**src/rtl/sertx_pkg.sv**
```systemverilog
package sertx_pkg;

  // strobes from the control FSM to the datapath
  typedef struct packed {
    logic acceptWr;   // capture wrData into holding register
    logic loadShift;  // copy holding register into frame register
    logic shiftOut;   // advance frame register by one bit
    logic forceLow;   // break override on the line
    logic maskHigh;   // no live frame bit: drive idle level
  } txStrobe_t;

endpackage

```
**src/rtl/sertx_ctrl.sv**
```systemverilog
module sertx_ctrl
  import sertx_pkg::*;
#(
  parameter int DATA_W = 8
) (
  input  logic      clk,
  input  logic      rstN,
  input  logic      bitTick,
  input  logic      wrValid,
  input  logic      brkEnable,
  input  logic      brkSend,
  input  logic      ctsIgnore,
  input  logic      ctsSync,
  output txStrobe_t strobe,
  output logic      holdFull,
  output logic      tdrEmpty
);

  localparam int FRAME_BITS = DATA_W + 2;
  localparam int CNT_W      = $clog2(FRAME_BITS);
  localparam logic [CNT_W-1:0] LAST_IDX = CNT_W'(FRAME_BITS - 1);

  logic             active;
  logic             spoiled;
  logic [CNT_W-1:0] bitCnt;
  logic             brkOn;
  logic             lastBit;
  logic             canLoad;
  logic             endFrame;

  assign brkOn    = brkEnable & brkSend;
  assign lastBit  = active && (bitCnt == LAST_IDX);
  // no new frame begins while the line is held in break
  assign canLoad  = bitTick && holdFull && !brkOn && (!active || lastBit);
  assign endFrame = bitTick && lastBit && !canLoad;

  always_comb begin
    strobe.acceptWr  = wrValid && !holdFull;
    strobe.loadShift = canLoad;
    strobe.shiftOut  = bitTick && active && !lastBit;
    strobe.forceLow  = brkOn;
    strobe.maskHigh  = !active || spoiled;
  end

  always_ff @(posedge clk or negedge rstN) begin
    if (!rstN) begin
      holdFull <= 1'b0;
    end else if (strobe.acceptWr) begin
      holdFull <= 1'b1;
    end else if (canLoad) begin
      holdFull <= 1'b0;
    end
  end

  always_ff @(posedge clk or negedge rstN) begin
    if (!rstN) begin
      active <= 1'b0;
      bitCnt <= '0;
    end else if (canLoad) begin
      active <= 1'b1;
      bitCnt <= '0;
    end else if (endFrame) begin
      active <= 1'b0;
      bitCnt <= '0;
    end else if (bitTick && active) begin
      bitCnt <= bitCnt + 1'b1;
    end
  end

  // a frame touched by a break is never resumed on the line
  always_ff @(posedge clk or negedge rstN) begin
    if (!rstN) begin
      spoiled <= 1'b0;
    end else if (canLoad || endFrame) begin
      spoiled <= 1'b0;
    end else if (brkOn && active) begin
      spoiled <= 1'b1;
    end
  end

  assign tdrEmpty = !holdFull && (ctsIgnore || !ctsSync);

endmodule

```
**src/rtl/sertx_dp.sv**
```systemverilog
module sertx_dp
  import sertx_pkg::*;
#(
  parameter int DATA_W      = 8,
  parameter int SYNC_STAGES = 2
) (
  input  logic              clk,
  input  logic              rstN,
  input  txStrobe_t         strobe,
  input  logic [DATA_W-1:0] wrData,
  input  logic              ctsPinN,
  output logic              ctsSync,
  output logic              txLine
);

  localparam int FRAME_BITS = DATA_W + 2;

  logic [DATA_W-1:0]     holdReg;
  logic [FRAME_BITS-1:0] frameReg;
  logic [SYNC_STAGES-1:0] syncQ;

  always_ff @(posedge clk or negedge rstN) begin
    if (!rstN) begin
      holdReg <= '0;
    end else if (strobe.acceptWr) begin
      holdReg <= wrData;
    end
  end

  // bit 0 of frameReg is the bit currently on the line
  always_ff @(posedge clk or negedge rstN) begin
    if (!rstN) begin
      frameReg <= '1;
    end else if (strobe.loadShift) begin
      frameReg <= {1'b1, holdReg, 1'b0};
    end else if (strobe.shiftOut) begin
      frameReg <= {1'b1, frameReg[FRAME_BITS-1:1]};
    end
  end

  generate
    if (SYNC_STAGES == 1) begin : g_sync1
      always_ff @(posedge clk or negedge rstN) begin
        if (!rstN) syncQ <= '0;
        else       syncQ <= ctsPinN;
      end
    end else begin : g_syncN
      always_ff @(posedge clk or negedge rstN) begin
        if (!rstN) syncQ <= '0;
        else       syncQ <= {syncQ[SYNC_STAGES-2:0], ctsPinN};
      end
    end
  endgenerate

  assign ctsSync = syncQ[SYNC_STAGES-1];

  always_ff @(posedge clk or negedge rstN) begin
    if (!rstN) begin
      txLine <= 1'b1;
    end else if (strobe.forceLow) begin
      txLine <= 1'b0;
    end else if (strobe.maskHigh) begin
      txLine <= 1'b1;
    end else begin
      txLine <= frameReg[0];
    end
  end

endmodule

```
**src/rtl/sertx_top.sv**
```systemverilog
module sertx_top
  import sertx_pkg::*;
#(
  parameter int DATA_W      = 8,
  parameter int SYNC_STAGES = 2
) (
  input  logic              clk,
  input  logic              rstN,
  input  logic              bitTick,
  input  logic              wrValid,
  input  logic [DATA_W-1:0] wrData,
  input  logic              ctsPinN,
  input  logic              ctsIgnore,
  input  logic              brkEnable,
  input  logic              brkSend,
  output logic              txLine,
  output logic              tdrEmpty,
  output logic              ctsState
);

  txStrobe_t strobe;
  logic      ctsSync;
  logic      holdFull;

  sertx_ctrl #(.DATA_W(DATA_W)) u_ctrl (
    .clk       (clk),
    .rstN      (rstN),
    .bitTick   (bitTick),
    .wrValid   (wrValid),
    .brkEnable (brkEnable),
    .brkSend   (brkSend),
    .ctsIgnore (ctsIgnore),
    .ctsSync   (ctsSync),
    .strobe    (strobe),
    .holdFull  (holdFull),
    .tdrEmpty  (tdrEmpty)
  );

  sertx_dp #(.DATA_W(DATA_W), .SYNC_STAGES(SYNC_STAGES)) u_dp (
    .clk     (clk),
    .rstN    (rstN),
    .strobe  (strobe),
    .wrData  (wrData),
    .ctsPinN (ctsPinN),
    .ctsSync (ctsSync),
    .txLine  (txLine)
  );

  assign ctsState = ctsSync;

endmodule

```
**config.mk**
```make
export PLATFORM = sky130hd
export DESIGN_NAME = sertx_top
export DESIGN_NICKNAME = d
export VERILOG_FILES = /design/src/rtl/sertx_pkg.sv /design/src/rtl/sertx_ctrl.sv /design/src/rtl/sertx_dp.sv /design/src/rtl/sertx_top.sv
export SDC_FILE = /design/constraint.sdc
export NUM_CORES = 1
export LEC_CHECK = 0
export BUFFER_PORTS_ARGS = -buffer_cell sky130_fd_sc_hd__buf_2
export CAP_MARGIN = 30
export CORE_MARGIN = 2
export CORE_UTILIZATION = 52
export CTS_BUF_LIST = sky130_fd_sc_hd__clkbuf_8
export DETAILED_ROUTE_END_ITERATION = 8
export MAX_ROUTING_LAYER = met4
export PLACE_DENSITY = 0.83
export SKIP_CTS_REPAIR_TIMING = 1
export SLEW_MARGIN = 20
export SYNTH_ARGS = -nofsm -noshare
export SYNTH_HDL_FRONTEND = slang
export SYNTH_HIERARCHICAL = 1
export SYNTH_SLANG_ARGS = --single-unit
```
**constraint.sdc**
```tcl
create_clock -name clk -period 1.5 [get_ports clk]
set_input_delay 0.075 -clock clk [delete_from_list [all_inputs] [get_ports clk]]
set_output_delay 0.075 -clock clk [all_outputs]
set_load 0.01 [all_outputs]
```
After elaboration in Yosys (flattened, before gate mapping)
Cells that the tools add are included.
{ "totals": {"register_bits": 28, "out_inout_bits": 3, "word_cells": 50} }
{ "classes": {"n_addsub": 1, "eq_ne": 1, "mux": 13, "bitwise": 1, "reduce_logical": 26} }
{ "op_table": {"columns": ["op", "count"], "rows": [
  ["2-to-1 mux 10 bit", 2],
  ["2-to-1 mux 4 bit", 3],
  ["logical AND 1 bit", 11],
  ["2-to-1 mux 1 bit", 8],
  ["nonzero test 2 bit", 4],
  ["logical NOT 1 bit", 6],
  ["adder 4 x 1 -> 4 bit, second input constant", 1],
  ["equality test 4 bit, second input constant", 1],
  ["logical OR 1 bit", 4],
  ["nonzero test 3 bit", 1],
  ["bitwise AND 1 bit", 1]
]} }

Longest topological paths before layout
Gate-level depths: netlist of the first run.
{ "logic_depth": {"depth_word": 8, "mapped_depth": 9, "depth_no_buf": 7} }

By module
The synthesis of the first run kept the hierarchy.
{ "by_module_without_submodules": {"columns": ["module", "n_inst", "cells_each", "area_per_inst_um2"], "rows": [
  ["sertx_dp", 1, 59, 802.0],
  ["sertx_ctrl", 1, 41, 427.9]
]} }

Worst setup path after synthesis of the first run
OpenSTA, ideal clock, no wires.
{ "synth_path": {"path_kind": "register to register", "startpoint": "register u_ctrl.bitCnt[0]", "endpoint": "register u_dp.frameReg[7]", "arrival_time_ns": 1.470, "required_time_ns": 1.423, "path_slack_ns": -0.047, "stages_incl_launch_ff": 9, "path_buffers": 2, "path_cell_list": "dfrtp_1 -> ha_1 -> and3b_4 -> nand2b_1 -> and3_1 -> buf_4 -> buf_6 -> nand2_1 -> o21ai_2"} }
{ "synth_via": {"elab_chain_len": 5} }
{ "synth_lines": {"columns": ["item", "line_no", "source"], "rows": [
  ["start, declared", "sertx_ctrl.sv:25", "logic [CNT_W-1:0] bitCnt;"],
  ["start signal, assigned", "sertx_ctrl.sv:66", "bitCnt <= bitCnt + 1'b1;"],
  ["equality test 4 bit (*)", "sertx_ctrl.sv:32", "assign lastBit = active && (bitCnt == LAST_IDX);"],
  ["logical AND 1 bit (*)", "sertx_ctrl.sv:32", null],
  ["logical OR 1 bit (*)", "sertx_ctrl.sv:34", "assign canLoad = bitTick && holdFull && !brkOn && (!active || lastBit);"],
  ["logical AND 1 bit (*)", "sertx_ctrl.sv:34", null],
  ["via u_ctrl.canLoad", "sertx_ctrl.sv:28", "logic canLoad;"],
  ["2-to-1 mux 10 bit / nonzero test 2 bit (equally long branches)", null, null],
  ["end signal, assigned", "sertx_dp.sv:35", "frameReg <= {1'b1, holdReg, 1'b0};"],
  ["end signal, assigned", "sertx_dp.sv:37", "frameReg <= {1'b1, frameReg[FRAME_BITS-1:1]};"],
  ["end, declared", "sertx_dp.sv:19", "logic [FRAME_BITS-1:0] frameReg;"]
]} }
Mark *: on every way through the listed nets, which the timed path passes. The rest lies on a longest branch.
A chain may end at the register's enable or synchronous reset.

==> impl_metrics.toml, run 1 <==
[detailed_routing]
routed_wirelength_um = 2580
number_of_detailed_routing_iterations_run_before_antenna_repair = 4
routedWlPerCell_um = 16.4
via_per_inst = 5.61
vias = 881
final_antenna_net_count = 0
drt-initial-drc-count = 7
post-route-drc-count = 0

[cts]
clkLatencyLatePin_ps = 280
clk_pin_slew_worst_paths_ps = 100
clk_path_buf_depth = 2
h-tree-depth = 1
cts_root_buffer = "sky130_fd_sc_hd__clkbuf_8"
tritoncts = "done"
cts-buffers-inserted = 3
cts.sinks = 27

[setup_path]
timing.reg2reg.worst_path_depth = 8
timing.critical_path.slowest_stage_cell = "sky130_fd_sc_hd__dfrtp_1"
worstPathCellList = "inv_1, ha_2, and3b_4, nand2b_4, and3_4, clkbuf_16, nand2_4, o21ai_2"
critPathCaptureType = "flop"
timing.critical_path.to = "u_dp/frameReg[3]"
critical_path.max_stage_delay_ps = 390
r2r-start = "u_ctrl/bitCnt[1]"
worst-setup-path-type = "reg2reg"
startpoint = "u_ctrl/bitCnt[1]"
worst_path_arrival_ps = 1750
worst_r2r_setup_slack_ps = -30
cp_data_required_time_ps = 1720
worst-path-max-fanout = 4
worst_r2r_endpoint = "u_dp/frameReg[3]"
worstSetupStartpointType = "flop"

[placed_design]
routabilityCongestion = 0.768
detailed_place_hpwl_um = 1550
placement.io_buffers = 18
numPlacedInstances = 147
pre_cts_slack_ps = -5.69
dpl_cell_area_sq_mm = 0.00138

[yosys]
synth-edff-count = 0
synth_area_sq_mm = 0.00123
cell_with_the_most_instances_after_synthesis = "sky130_fd_sc_hd__dfrtp_1"
synthMuxAreaShare_pct = 15.7
yosysTopAreaCellShare_pct = 34.6
synth_simple_gate_area_share_pct = 11.6
register_area_share_after_synthesis_pct = 56.0
flip_flop_and_latch_count_after_synthesis = 27
post_synth_inst_count = 100
ys_dominant_reg_cell = "sky130_fd_sc_hd__dfrtp_1"
yosys.area.top_type = "sky130_fd_sc_hd__dfrtp_1"
synth.avg_cell_area_sq_um = 12.3
synth_top_family_by_area = "multiplexers"
most_area_consuming_cells_after_synthesis = "sky130_fd_sc_hd__dfrtp_1, sky130_fd_sc_hd__dfstp_2, sky130_fd_sc_hd__mux2_2"
mappedNetlistNets = 118
synth-async-reset-ratio_pct = 100
synth.top_cells.by_count = "sky130_fd_sc_hd__dfrtp_1, sky130_fd_sc_hd__dfstp_2, sky130_fd_sc_hd__mux2_2, sky130_fd_sc_hd__nand2_1, sky130_fd_sc_hd__mux2i_1"
adder_cell_fraction_of_synth_area_pct = 2.03
post_synth_xor_area_fraction_pct = 0
synthesized_area_fraction_occupied_by_ao_oa_aoi_and_oai_cells_pct = 10.5
yosys_warning_total = 6
post_synthesis_cell_type_count = 29

[layout]
postLayoutCoreUtil_pct = 71.9
area_growth_syn_to_layout_pct = 30.6
final_net_count = 148
final_layout_size_suffix_gt1_share_pct = 59.7
diodes = 0
postLayoutCellArea_sq_mm = 0.00161
final-instance-count-excl-fill = 157

[outcome]
run_status = "complete, but fails checks"
failed_checks = "negative setup slack"

[power]
cellLeakagePower_nw = 0.735
power_density_normalized_to_cell_area_mw_per_mm2 = 1610
peakVddDrop_mv = 1.14

[timing]
timing_worst_slew_pin_value_ps = 572
fin_tns_setup_ps = -141
report.final.slew_viol_count = 0
setup_ws_ps = -33.9
relSlewSlack_pct = 61.9
max_freq_mhz = 652
final-setup-viol-count = 8
clock-skew-final_ps = 9.15
min_tclk_post_route_ps = 1530
period_share_pct = 102
finalHoldViolations = 0
setup_repair_after_global_routing_missed_its_margin = "true"

[floorplan]
core_region_area_sq_mm = 0.00223
die_area_sq_mm = 0.00277
top_level_ports = 19
core.rowCount = 17
die_width_um = 52.6
die-height_um = 52.6
start_util_pct = 55.1

[global_route]
grt_first_pass_wirelength_um = 3540
grtUsageTotal_pct = 18.5
grt_remaining_overflow = 0
number_of_antenna_violations_at_the_first_check_in_global_routing = 0
grt_start_max_net_pins = 28
first_global_vias = 857

[min_path]
hold_path_depth = 2
min_path_type = "in2reg"

[job]
drv.max_cap_violation_count = 0
-- logic make-up after synthesis --
kind of cell             count (synthesis)
AND/OR/NAND/NOR                         28
flip-flops                              27
AO/OA/AOI/OAI                           18
multiplexers                            18
buffers and inverters                    7
adder cells (fa/ha/maj)                  2
-- per-layer routing --
| layer | track usage, % | up-vias | routed length (um) |
|---|---|---|---|
| met4 | 5.56 | 0 | 59 |
| met3 | 5.43 | 6 | 76 |
| li1 | - | 406 | - |
| met1 | 21.8 | 450 | 1080 |
| met2 | 30.8 | 19 | 1360 |
| met5 | - | - | 0 |
-- power breakdown --
| part | switching, W | internal [W] | total, W |
|---|---|---|---|
| clock network | 0.000232 | 0.000189 | 0.000421 |
| logic | 0.000384 | 0.000498 | 0.000882 |
| registers | 0.000215 | 0.00106 | 0.00128 |
| total | 0.000830 | 0.00175 | 0.00258 |
-- critical path: cells and delay by family, from the launching register on --
family | cells | cell delay [ps]
simple gates | 4 | 660
buf+inv | 2 | 220
compound gates | 1 | 50
fa+ha+maj | 1 | 160
flops | 1 | 390
-- how the worst min path moves through the flow --
| stage | endpoint | slack, ps | startpoint |
|---|---|---|---|
| floorplan | u_ctrl/active | -220 | rstN |
| global placement | u_dp/syncQ[1] | 90 | rstN |
| detailed placement | u_ctrl/bitCnt[1] | 100 | rstN |
| CTS | u_dp/holdReg[0] | -210 | rstN |
| global route | u_dp/holdReg[3] | 10 | wrData[3] |
| finish | u_dp/holdReg[3] | 20 | wrData[3] |
-- layout make-up --
cell class	count	area [sq um]
multi-input cells	66	582
clock buffers	3	41.3
well taps	28	35.0
flip-flops and latches	27	688
clock inverters	1	7.51
fillers	149	627
repair buffers	30	245
inverters	2	7.51
-- metrics by stage --
stage / hold slack [ps] / total power, W
after global routing: 12.3 / 0.00270
final: 20.1 / 0.00258
after detailed placement: 96.2 / 0.00195
after CTS: -210 / 0.00236
after floorplan: -221 / 0.00170
after global placement: 94.1 / 0.00188
-- cells in the final DEF, fill, tap and decap left out, drive strengths merged, types with 3 or more instances in the layout --
cell | Yosys | final
nand2 | 10 | 10
nor2 | 6 | 6
mux2 | 10 | 10
dfrtp | 17 | 17
o21ai | 9 | 9
buf | 5 | 26
dfstp | 10 | 10
a21oi | 3 | 3
mux2i | 8 | 8
clkbuf | 0 | 5
-- state kept, by name (all words and copies together) (netlist names) --
signal           cells
u_ctrl/active        1
u_ctrl/bitCnt        4
u_ctrl/holdFull      1
u_ctrl/spoiled       1
u_dp/frameReg        9
u_dp/holdReg         8
u_dp/syncQ           2
u_dp/txLine          1
No activity file was read; power rests on OpenSTA's default activity.
==> inputs of run 2 (changes only) <==
--- a/config.mk
+++ b/config.mk
@@ -7,12 +7,16 @@
 export LEC_CHECK = 0
 export BUFFER_PORTS_ARGS = -buffer_cell sky130_fd_sc_hd__buf_2
 export CAP_MARGIN = 30
+export CELL_PAD_IN_SITES_DETAIL_PLACEMENT = 0
+export CELL_PAD_IN_SITES_GLOBAL_PLACEMENT = 1
 export CORE_MARGIN = 2
-export CORE_UTILIZATION = 52
+export CORE_UTILIZATION = 42
 export CTS_BUF_LIST = sky130_fd_sc_hd__clkbuf_8
+export CTS_CLUSTER_SIZE = 24
 export DETAILED_ROUTE_END_ITERATION = 8
 export MAX_ROUTING_LAYER = met4
 export PLACE_DENSITY = 0.83
+export REMOVE_ABC_BUFFERS = 1
 export SKIP_CTS_REPAIR_TIMING = 1
 export SLEW_MARGIN = 20
 export SYNTH_ARGS = -nofsm -noshare
==> impl_metrics.toml, run 2 (synthesized netlist as in run 1, its figures left out) <==
[floorplan]
die_area_sq_mm = 0.00338
core_region_area_sq_mm = 0.00276
core.rowCount = 19
start_util_pct = 44.6
top_level_ports = 19
die-height_um = 58.1
die_width_um = 58.1

[detailed_routing]
final_antenna_net_count = 0
via_per_inst = 5.32
post-route-drc-count = 0
vias = 840
number_of_detailed_routing_iterations_run_before_antenna_repair = 4
drt-initial-drc-count = 17
routed_wirelength_um = 2210
routedWlPerCell_um = 14.0

[timing]
timing_worst_slew_pin_value_ps = 579
min_tclk_post_route_ps = 1470
relSlewSlack_pct = 61.4
setup_repair_after_global_routing_missed_its_margin = "true"
setup_ws_ps = 28.2
clock-skew-final_ps = 2.44
max_freq_mhz = 679
final-setup-viol-count = 0
report.final.slew_viol_count = 0
fin_hold_ws_ps = 28.6
finalHoldViolations = 0
period_share_pct = 98.1

[setup_path]
worst-path-max-fanout = 6
worst-setup-path-type = "reg2reg"
worstSetupStartpointType = "flop"
critPathCaptureType = "flop"
startpoint = "u_ctrl/bitCnt[0]"
worst_path_arrival_ps = 1680
cp_data_required_time_ps = 1710
r2r-start = "u_ctrl/bitCnt[0]"

[placed_design]
pre_cts_slack_ps = -206
placement.io_buffers = 18
routabilityCongestion = 0.772
detailed_place_hpwl_um = 1420

[global_route]
number_of_antenna_violations_at_the_first_check_in_global_routing = 0
grt_start_max_net_pins = 28
grtUsageMet1_pct = 17.9
met2_usage_pct = 22.9
grt_first_pass_wirelength_um = 3580
met3_usage_pct = 4.69
grtUsageTotal_pct = 14.5
first_global_vias = 783
layer_with_the_highest_usage_after_global_routing = "met2"
grt_remaining_overflow = 0

[layout]
leading_cell_type_in_the_layout_fill_and_taps_excluded = "sky130_fd_sc_hd__buf_2"
reg_top3 = "u_dp/frameReg: 9 flops, u_dp/holdReg: 8 flops, u_ctrl/bitCnt: 4 flops"
num-fill-cells = 236
final_layout_size_suffix_gt1_share_pct = 45.7
final_net_count = 146
max_flop_register = "u_dp/frameReg"
area_growth_syn_to_layout_pct = 21.7
diodes = 0
final_cell_mix = "sky130_fd_sc_hd__buf_2, sky130_fd_sc_hd__dfrtp_1, sky130_fd_sc_hd__nand2_1, sky130_fd_sc_hd__mux2_2, sky130_fd_sc_hd__dfstp_2"
flip_flop_count_of_the_largest_register_after_layout = 9

[cts]
tritoncts = "done"
cts-buffers-inserted = 3
clk_pin_slew_worst_paths_ps = 90
cts_root_buffer = "sky130_fd_sc_hd__clkbuf_8"
h-tree-depth = 1
cts.sinks = 27
clk_path_buf_depth = 2
clkLatencyLatePin_ps = 270

[job]
drv.max_cap_violation_count = 0

[power]
cellLeakagePower_nw = 0.674
power_density_normalized_to_cell_area_mw_per_mm2 = 1610
peakVddDrop_mv = 1.37

[min_path]
min_path_type = "in2reg"
origin_of_the_worst_min_delay_path = "wrData[4]"

[outcome]
run_status = "completed"
run 2: metal layers:
metal  wire length (um)  vias up
li1                   -      409
met1                998      409
met2               1100       18
met3                 89        4
met4                 26        0
met5                  0        -
run 2: worst paths after layout:
path,end,slack [ps],cells after the start
worst min register to register,u_dp/syncQ[1],360,0
min in group asynchronous,u_ctrl/active,330,2
max in group asynchronous,u_ctrl/active,770,2
worst max register to register,u_dp/frameReg[7],30,6
worst max-delay path,u_dp/frameReg[7],30,6
worst min-delay path,u_dp/holdReg[4],30,2
run 2: per-stage QoR:
stage	instances	util [%]	cell area (sq um)	TNS, ps	power, W
CTS	152	51.0	1410	-1890	0.00235
global route	158	54.3	1500	-145	0.00258
finish	158	54.3	1500	0	0.00241
detailed placement	148	49.2	1360	-1660	0.00191
global placement	148	49.2	1360	-1010	0.00187
floorplan	95	-	1180	-850	0.00167
run 2: where the power goes:
part / internal, W / switching [W]
registers: 0.00106 / 0.000154
clock network: 0.000195 / 0.000233
logic: 0.000441 / 0.000325
run 2: area by class of cell:
cell class | instances | area [sq um] | area share [%]
repair buffers | 26 | 185 | 12.4
well taps | 31 | 38.8 | 2.59
inverters | 2 | 7.51 | 0.502
clock buffers | 3 | 41.3 | 2.76
flip-flops and latches | 27 | 689 | 46.1
clock inverters | 1 | 8.76 | 0.585
multi-input cells | 68 | 526 | 35.1
run 2: worst max-delay path: stages (launching register included):
cell and delay, ps:
sky130_fd_sc_hd__dfrtp_1 400, sky130_fd_sc_hd__ha_1 200, sky130_fd_sc_hd__and3b_4 210, sky130_fd_sc_hd__nor2_4 160, sky130_fd_sc_hd__buf_12 150, sky130_fd_sc_hd__mux2i_1 220
sky130_fd_sc_hd__o21ai_2 70
==> inputs of run 3 (changes only) <==
--- a/config.mk
+++ b/config.mk
@@ -16,6 +16,7 @@
 export DETAILED_ROUTE_END_ITERATION = 8
 export MAX_ROUTING_LAYER = met4
 export PLACE_DENSITY = 0.83
+export RECOVER_POWER = 50
 export REMOVE_ABC_BUFFERS = 1
 export SKIP_CTS_REPAIR_TIMING = 1
 export SLEW_MARGIN = 20
@@ -23,3 +24,4 @@
 export SYNTH_HDL_FRONTEND = slang
 export SYNTH_HIERARCHICAL = 1
 export SYNTH_SLANG_ARGS = --single-unit
+export TNS_END_PERCENT = 30
==> impl_metrics.toml, run 3 (synthesized netlist as in run 1, its figures left out) <==
[global_route]
first_global_vias = 783
number_of_antenna_violations_at_the_first_check_in_global_routing = 0
grt_start_max_net_pins = 28
grt_remaining_overflow = 0
grt_first_pass_wirelength_um = 3580
grtUsageTotal_pct = 14.5

[detailed_routing]
vias = 842
routedWlPerCell_um = 14.0
number_of_detailed_routing_iterations_run_before_antenna_repair = 4
post-route-drc-count = 0
via_per_inst = 5.33
drt-initial-drc-count = 14
routed_wirelength_um = 2210
final_antenna_net_count = 0

[floorplan]
top_level_ports = 19
die_width_um = 58.1
die_area_sq_mm = 0.00338
core_region_area_sq_mm = 0.00276
core.rowCount = 19
die-height_um = 58.1
start_util_pct = 44.6

[cts]
cts-buffers-inserted = 3
cts_root_buffer = "sky130_fd_sc_hd__clkbuf_8"
tritoncts = "done"
h-tree-depth = 1
cts.sinks = 27
clk_pin_slew_worst_paths_ps = 90
clk_path_buf_depth = 2
clkLatencyLatePin_ps = 270

[timing]
fin_tns_setup_ps = 0
finalHoldViolations = 0
setup_repair_after_global_routing_missed_its_margin = "true"
clock-skew-final_ps = 2.18
fin_hold_ws_ps = 28.6
period_share_pct = 98.2
final-setup-viol-count = 0
timing_worst_slew_pin_value_ps = 644
min_tclk_post_route_ps = 1470
relSlewSlack_pct = 57.1
setup_ws_ps = 27.4
report.final.slew_viol_count = 0
max_freq_mhz = 679

[placed_design]
detailed_place_hpwl_um = 1420
placement.io_buffers = 18
pre_cts_slack_ps = -206
numPlacedInstances = 148
routabilityCongestion = 0.772

[power]
cellLeakagePower_nw = 0.674
peakVddDrop_mv = 1.37
power_density_normalized_to_cell_area_mw_per_mm2 = 1610
report.power.total_w = 0.00241

[layout]
max_flop_register = "u_dp/frameReg"
leading_cell_type_in_the_layout_fill_and_taps_excluded = "sky130_fd_sc_hd__buf_2"
final_cell_mix = "sky130_fd_sc_hd__buf_2, sky130_fd_sc_hd__dfrtp_1, sky130_fd_sc_hd__nand2_1, sky130_fd_sc_hd__mux2_2, sky130_fd_sc_hd__dfstp_2"
final-instance-count-excl-fill = 158
area_growth_syn_to_layout_pct = 21.7
final_layout_size_suffix_gt1_share_pct = 45.7
flip_flop_count_of_the_largest_register_after_layout = 9
reg_top3 = "u_dp/frameReg: 9 flops, u_dp/holdReg: 8 flops, u_ctrl/bitCnt: 4 flops"
final_net_count = 146
num-fill-cells = 236
diodes = 0

[min_path]
origin_of_the_worst_min_delay_path = "wrData[4]"
hold_path_depth = 2
min_path_type = "in2reg"
min_delay_worst_endpoint = "u_dp/holdReg[4]"

[setup_path]
path_buf_inv = 1
worst-path-max-fanout = 6
critical_path.max_stage_delay_ps = 400
timing.critical_path.slowest_stage_cell = "sky130_fd_sc_hd__dfrtp_1"
worst_r2r_setup_slack_ps = 30
critPathCaptureType = "flop"
cp_data_required_time_ps = 1710
worst_r2r_endpoint = "u_dp/frameReg[7]"
timing.reg2reg.worst_path_depth = 6
r2r-start = "u_ctrl/bitCnt[0]"
timing.critical_path.max_delay_family = "flip-flops"
worstPathCellList = "ha_1, and3b_4, nor2_4, buf_12, mux2i_1, o21ai_2"
worstSetupStartpointType = "flop"
worst-setup-path-type = "reg2reg"
worst_path_arrival_ps = 1680

[job]
drv.max_cap_violation_count = 0

[outcome]
run_status = "completed"
[run 3: changes by cell type in the layout (fill, tap and decap cells not counted), sizes merged]
| cell | previous run | this run |
|---|---|---|
| buf | 23 | 22 |
| clkbuf | 4 | 5 |
[run 3: cell type report]
| type | instances | area (sq um) | share of cell area (%) |
|---|---|---|---|
| Inverter | 2 | 7.51 | 0.502 |
| Tap cell | 31 | 38.8 | 2.59 |
| Sequential cell | 27 | 689 | 46.1 |
| Timing Repair Buffer | 26 | 185 | 12.4 |
| Multi-Input combinational cell | 68 | 526 | 35.1 |
| Clock buffer | 3 | 41.3 | 2.76 |
| Clock inverter | 1 | 8.76 | 0.585 |
[run 3: through the flow]
step	cell area [sq um]	utilization, %
floorplan	1180	-
global placement	1360	49.2
detailed placement	1360	49.2
CTS	1410	51.0
global route	1500	54.3
finish	1500	54.3
[run 3: metal layers]
metal | global-route usage (%) | part of all wire (%)
met4 | 3.99 | 1.2
met3 | 4.69 | 4.0
met1 | 17.9 | 45
met5 | - | 0
met2 | 22.9 | 50
[run 3: report_power, final]
part           switching, W  internal (W)
combinational      0.000325      0.000441
sequential         0.000155       0.00106
clock              0.000232      0.000195
total              0.000712       0.00170
[run 3: worst max-delay path by stage]
stage | startpoint | end | slack [ps] | cells past startpoint
3_5_place_dp | u_ctrl/bitCnt[1] | u_dp/frameReg[2] | -210 | 7
5_1_grt | u_ctrl/bitCnt[0] | u_dp/frameReg[2] | -50 | 6
6_report | u_ctrl/bitCnt[0] | u_dp/frameReg[7] | 30 | 6
3_3_place_gp | u_ctrl/bitCnt[1] | u_dp/frameReg[8] | -130 | 6
4_1_cts | u_ctrl/bitCnt[1] | u_dp/frameReg[2] | -230 | 7
2_1_floorplan | u_ctrl/bitCnt[0] | u_dp/frameReg[7] | -120 | 5
